$ cat src/rtl/ec_host_mailbox.sv
module ec_host_mailbox (
  input  logic       clk,
  input  logic       rst_n,
  input  logic       host_wr,
  input  logic       host_rd,
  input  logic       host_is_cmd,
  input  logic [7:0] host_wdata,
  output logic [7:0] host_rdata,
  input  logic       evt_valid,
  input  logic [7:0] evt_code,
  output logic       evt_ready,
  output logic       sci
);

  localparam logic [7:0] OP_BURST_ON  = 8'h82;
  localparam logic [7:0] OP_BURST_OFF = 8'h83;
  localparam logic [7:0] OP_QUERY     = 8'h84;
  localparam logic [7:0] ACK_BYTE     = 8'h90;
  localparam logic [7:0] NO_EVENT     = 8'h00;

  logic [7:0] ibuf, obuf;
  logic       ibf, obf, cmd_f, burst, pend_evt, taken, off_pend, sci_q;

  wire wr_ok     = host_wr && !ibf;
  wire consume   = ibf && !taken;
  wire op_on     = consume && cmd_f && (ibuf == OP_BURST_ON);
  wire op_off    = consume && cmd_f && (ibuf == OP_BURST_OFF);
  wire op_query  = consume && cmd_f && (ibuf == OP_QUERY);
  wire evt_take  = op_query && pend_evt;
  wire evt_new   = evt_valid && !pend_evt;
  wire ob_load   = op_on || op_query;
  wire ob_drain  = host_rd && !host_is_cmd;
  wire off_done  = taken && off_pend;

  assign evt_ready  = evt_take;
  assign sci        = sci_q;
  assign host_rdata = host_is_cmd ? {2'b00, pend_evt, burst, cmd_f, 1'b0, ibf, obf} : obuf;

  always_ff @(posedge clk) begin
    if (!rst_n) begin
      ibuf     <= '0;
      obuf     <= '0;
      ibf      <= 1'b0;
      obf      <= 1'b0;
      cmd_f    <= 1'b0;
      burst    <= 1'b0;
      pend_evt <= 1'b0;
      taken    <= 1'b0;
      off_pend <= 1'b0;
      sci_q    <= 1'b0;
    end else begin
      if (wr_ok) begin
        ibuf  <= host_wdata;
        cmd_f <= host_is_cmd;
        ibf   <= 1'b1;
      end else if (taken) begin
        ibf <= 1'b0;
      end

      taken <= consume;

      if (op_off)
        off_pend <= 1'b1;
      else if (off_done)
        off_pend <= 1'b0;

      if (op_on)
        burst <= 1'b1;
      else if (off_done)
        burst <= 1'b0;

      if (op_on)
        obuf <= ACK_BYTE;
      else if (op_query)
        obuf <= pend_evt ? evt_code : NO_EVENT;

      if (ob_load)
        obf <= 1'b1;
      else if (ob_drain)
        obf <= 1'b0;

      if (evt_take)
        pend_evt <= 1'b0;
      else if (evt_new)
        pend_evt <= 1'b1;

      sci_q <= ob_load || off_done || evt_new;
    end
  end

  AST_BURST_ACK: assert property (@(posedge clk) disable iff (!rst_n)
    op_on |=> (burst && obf && obuf == ACK_BYTE && sci));

  AST_BURST_EXIT: assert property (@(posedge clk) disable iff (!rst_n)
    off_done |=> (!burst && !ibf && sci));

  AST_IBF_RELEASE: assert property (@(posedge clk) disable iff (!rst_n)
    (ibf && taken && !host_wr) |=> !ibf);

  AST_BUSY_DROP: assert property (@(posedge clk) disable iff (!rst_n)
    (host_wr && ibf) |=> $stable(ibuf));

  AST_DRAIN: assert property (@(posedge clk) disable iff (!rst_n)
    (ob_drain && !ob_load) |=> !obf);

  AST_EVT_HANDOFF: assert property (@(posedge clk) disable iff (!rst_n)
    evt_ready |=> (obf && !pend_evt && obuf == $past(evt_code)));

  AST_EVT_RAISE: assert property (@(posedge clk) disable iff (!rst_n)
    (evt_valid && !pend_evt) |=> (pend_evt && sci));

endmodule

$ cat config.mk
export PLATFORM = sky130hd
export DESIGN_NAME = ec_host_mailbox
export DESIGN_NICKNAME = d
export VERILOG_FILES = /design/src/rtl/ec_host_mailbox.sv
export SDC_FILE = /design/constraint.sdc
export NUM_CORES = 1
export LEC_CHECK = 0
export BUFFER_PORTS_ARGS = -buffer_cell sky130_fd_sc_hd__buf_2
export CORE_UTILIZATION = 45
export DETAILED_ROUTE_END_ITERATION = 7
export PLACE_DENSITY = 0.73
export SLEW_MARGIN = 20
export SYNTH_ARGS = -nofsm -noshare
export SYNTH_HDL_FRONTEND = slang
export SYNTH_SLANG_ARGS = --single-unit
$ cat constraint.sdc
create_clock -name clk -period 3.2 [get_ports clk]
set_input_delay 0.64 -clock clk [delete_from_list [all_inputs] [get_ports clk]]
set_output_delay 0.64 -clock clk [all_outputs]
set_load 0.01 [all_outputs]
==> results.py <==
metrics = {
    "sta": {
        "maxSlewViolCount": 0,
        "final_period_demand_of_the_worst_path_ns": 2.607,
        "fmax_ghz": 0.3836,
        "number_of_hold_violations_in_the_final_report": 0,
        "fin_skew_ns": 0.001475,
        "setup_tns_ns": 0,
        "worst_pin_slew_ns": 0.7174,
        "fin_crit_sh_pct": 81.46,
        "report.final.setup_viol": 0,
        "worst_slew_margin_rel_pct": 51.77,
        "final_layout_worst_hold_slack_ns": 0.4748,
        "rsz0062_at_grt": "false",
    },
    "place": {
        "finalWeightedCongestion": 0.7232,
        "placement.io_buffers": 31,
        "place.detailed.hpwl_mm": 1.608,
    },
    "worst_setup_path": {
        "crit_fanout": 20,
        "crit_path_start": "ibuf[5]",
        "worst_ep_required_time_ns": 2.56,
        "endpoint_kind": "primary output",
        "timing.setup.critical_path_class": "reg2out",
        "rr_endpoint": "obuf[2]",
        "regToRegStartpoint": "ibuf[5]",
        "start_kind": "register",
        "worst_reg2reg_path_length_in_cells": 3,
        "regToRegSetupSlack_ns": 1.32,
        "arrival_ns": 1.97,
    },
    "cells_and_area": {
        "finalNetCount": 179,
        "layout.filler_cells": 224,
        "area_growth_syn_to_layout_pct": 15.10,
        "insertedDiodeCount": 0,
        "drive_gt1_share_pct": 27.10,
    },
    "clocking": {
        "cts_tree": "built",
        "root_buffer": "sky130_fd_sc_hd__clkbuf_4",
        "cts_max_level": 1,
        "cts_num_sinks": 24,
        "cts_inserted_buffers": 3,
        "clkLatencyLatePin_ns": 0.30,
        "holdBufCountCts": 0,
        "worst_setup_hold_path_clk_slew_ns": 0.12,
        "clock_tree_buffer_depth": 2,
        "post-cts-setup-buffers": 0,
        "post_cts_resized": 0,
    },
    "routing": {
        "routedWlPerCell_um": 12.29,
        "remaining_drc_errors": 0,
        "drt-initial-drc-count": 23,
        "detailroute.via_count": 984,
        "first_pass_iters": 4,
        "postRouteAntennaNets": 0,
        "wirelength_mm": 2.249,
        "post_drt_via_cell_ratio": 5.377,
    },
    "pwr": {
        "power_density_over_the_cells_mw_per_mm2": 403.5,
        "power_leakage_nw": 0.5139,
        "ir_drop_mv": 0.2664,
    },
    "logic_synthesis": {
        "yosys.area_share.adder_pct": 0,
        "post_synth_top_area_cell": "sky130_fd_sc_hd__dfxtp_1",
        "yosysSeqAreaShare_pct": 43.59,
        "synthTopCellsByCount": "sky130_fd_sc_hd__nand2_1 (27), sky130_fd_sc_hd__dfxtp_1 (24), sky130_fd_sc_hd__a21oi_1 (17), sky130_fd_sc_hd__clkbuf_1 (10), sky130_fd_sc_hd__o31ai_1 (7)",
        "synth_top_cell_area_share_pct": 43.59,
        "synth_top_family_by_area": "simple AND/OR/NAND/NOR gates",
        "ys_ff_latch": 24,
        "yosys.area_share.simple_pct": 24.63,
        "synth-compound-area-share_pct": 20.43,
        "number_of_flops_mapped_to_enable_cells_by_yosys": 0,
        "synth.distinct_cells": 26,
        "synthesis.nets": 154,
        "async_flop_share_pct": 0,
        "syn-cell-area_mm2": 0.001102,
        "synthMostInstantiatedCell": "sky130_fd_sc_hd__nand2_1",
        "ys.warnings.count": 0,
        "post_synth_xor_area_fraction_pct": 0,
        "netlist_instances": 132,
        "synth_top_cells_by_area": "sky130_fd_sc_hd__dfxtp_1 (44%), sky130_fd_sc_hd__nand2_1 (9.2%), sky130_fd_sc_hd__a21oi_1 (7.7%)",
        "syn_avg_cell_area_um2": 8.351,
        "synth_top_flop_cell": "sky130_fd_sc_hd__dfxtp_1",
        "multiplexer_share_of_the_synthesized_area_pct": 5.108,
    },
    "global_route": {
        "globalRouteTotalUtil_pct": 18.64,
        "grt_most_used_layer": "met2",
        "globalRouteMet1Util_pct": 22.85,
        "first_pass_grt_wire_length_mm": 3.643,
        "via_count_of_the_first_global_routing_pass": 831,
        "groute.layer.met2.usage_pct": 31.60,
        "gr-total-overflow": 0,
        "initial_antenna_violation_count": 0,
        "grt_use_met3_pct": 3.509,
        "maximum_number_of_pins_on_one_net_before_global_route_repair": 21,
    },
    "floorplanning": {
        "io-pin-count": 32,
        "floorplan.die.height_um": 51.50,
        "coreArea_mm2": 0.002255,
        "initial_utilization_pct": 48.89,
        "dieWidth_um": 51.50,
        "std_cell_rows": 17,
        "die_outline_area_mm2": 0.002652,
    },
    "min_path": {
        "timing.hold.worst.start": "ibuf[3]",
        "hold-path-cell-count": 2,
        "worstHoldPathType": "reg2reg",
        "worst_hold_path.endpoint": "ibuf[3]",
    },
    "job": {
        "max_cap_viols": 0,
    },
    "run_status": {
        "status": "finished clean",
    },
}
-- per-stage QoR --
stage / util, % / power, mW / setup slack [ns] / std cells / instance area (µm²)
floorplan: - / 0.3726 / 1.077 / 132 / 1102
global placement: 55.27 / 0.3867 / 0.9722 / 180 / 1246
detailed placement: 55.27 / 0.3901 / 0.9369 / 180 / 1246
CTS: 56.27 / 0.5151 / 0.5844 / 183 / 1269
global route: 56.27 / 0.5389 / 0.4963 / 183 / 1269
finish: 56.27 / 0.5119 / 0.5934 / 183 / 1269
-- cells in the final DEF, fill, tap and decap left out --
cell type	netlist	layout
sky130_fd_sc_hd__or3b_2	1	1
sky130_fd_sc_hd__nand4b_1	1	1
sky130_fd_sc_hd__o21ai_0	2	2
sky130_fd_sc_hd__mux2_2	5	5
sky130_fd_sc_hd__or3b_1	1	1
sky130_fd_sc_hd__nor3_1	2	2
sky130_fd_sc_hd__nor2b_1	4	4
sky130_fd_sc_hd__a21oi_1	17	17
sky130_fd_sc_hd__and2_1	2	2
sky130_fd_sc_hd__nand3b_1	1	1
sky130_fd_sc_hd__nor2_1	2	2
sky130_fd_sc_hd__nand2b_1	2	2
sky130_fd_sc_hd__o31a_1	6	6
sky130_fd_sc_hd__a21boi_0	1	1
sky130_fd_sc_hd__o32a_1	1	1
sky130_fd_sc_hd__or4_1	6	6
sky130_fd_sc_hd__o21a_1	1	1
sky130_fd_sc_hd__inv_1	4	4
sky130_fd_sc_hd__nand2_1	27	27
sky130_fd_sc_hd__nor4_1	2	2
sky130_fd_sc_hd__or4_4	1	1
sky130_fd_sc_hd__dfxtp_1	24	24
sky130_fd_sc_hd__o31ai_1	7	7
sky130_fd_sc_hd__buf_4	0	1
sky130_fd_sc_hd__clkbuf_4	0	3
sky130_fd_sc_hd__buf_2	1	31
-- how the worst max path moves through the flow --
stage,endpoint,slack [ns],cells after the start
after floorplan,evt_ready,1.08,5
after global placement,evt_ready,0.97,4
after detailed placement,evt_ready,0.94,4
after CTS,evt_ready,0.58,4
after global routing,evt_ready,0.50,4
final,evt_ready,0.59,4
-- layer usage --
metal | vias to the layer above | wire (µm)
li1 | 514 | -
met1 | 446 | 1044
met2 | 22 | 1086
met3 | 2 | 101
met4 | 0 | 16
met5 | - | 0
-- state kept, by name, summed over array words and instances, names as in the netlist --
register / flops
ibuf: 8
obuf: 8
burst: 1
cmd_f: 1
ibf: 1
obf: 1
off_pend: 1
pend_evt: 1
sci: 1
taken: 1
-- final cells by class --
cell class              instances  area (µm²)  area share (%)
multi-input cells              92       553.0           43.59
flip-flops and latches         24       480.5           37.87
repair buffers                 32       162.7           12.82
well taps                      28       35.03           2.761
clock buffers                   3       22.52           1.775
inverters                       4       15.01           1.183
-- logic make-up (layout without fill, tap and decap cells) --
family,count (synthesis),after routing
simple gates,52,52
compound gates,35,35
mux,5,5
flops,24,24
buf+inv,16,39
-- report_power, final --
part	switching [mW]	internal, mW	leakage, nW	total (mW)
Combinational	0.0389	0.0266	0.304	0.0655
Sequential	0.00931	0.309	0.196	0.319
Clock	0.0839	0.0439	0.0138	0.128
Total	0.132	0.380	0.514	0.512
-- worst max-delay path, stage by stage, from the launching register on --
cell,delay [ns]
sky130_fd_sc_hd__dfxtp_1,0.33
sky130_fd_sc_hd__or4_4,0.65
sky130_fd_sc_hd__nor3_1,0.38
sky130_fd_sc_hd__and2_1,0.17
sky130_fd_sc_hd__buf_2,0.12
Note: power is estimated with default switching activity, not from simulation.
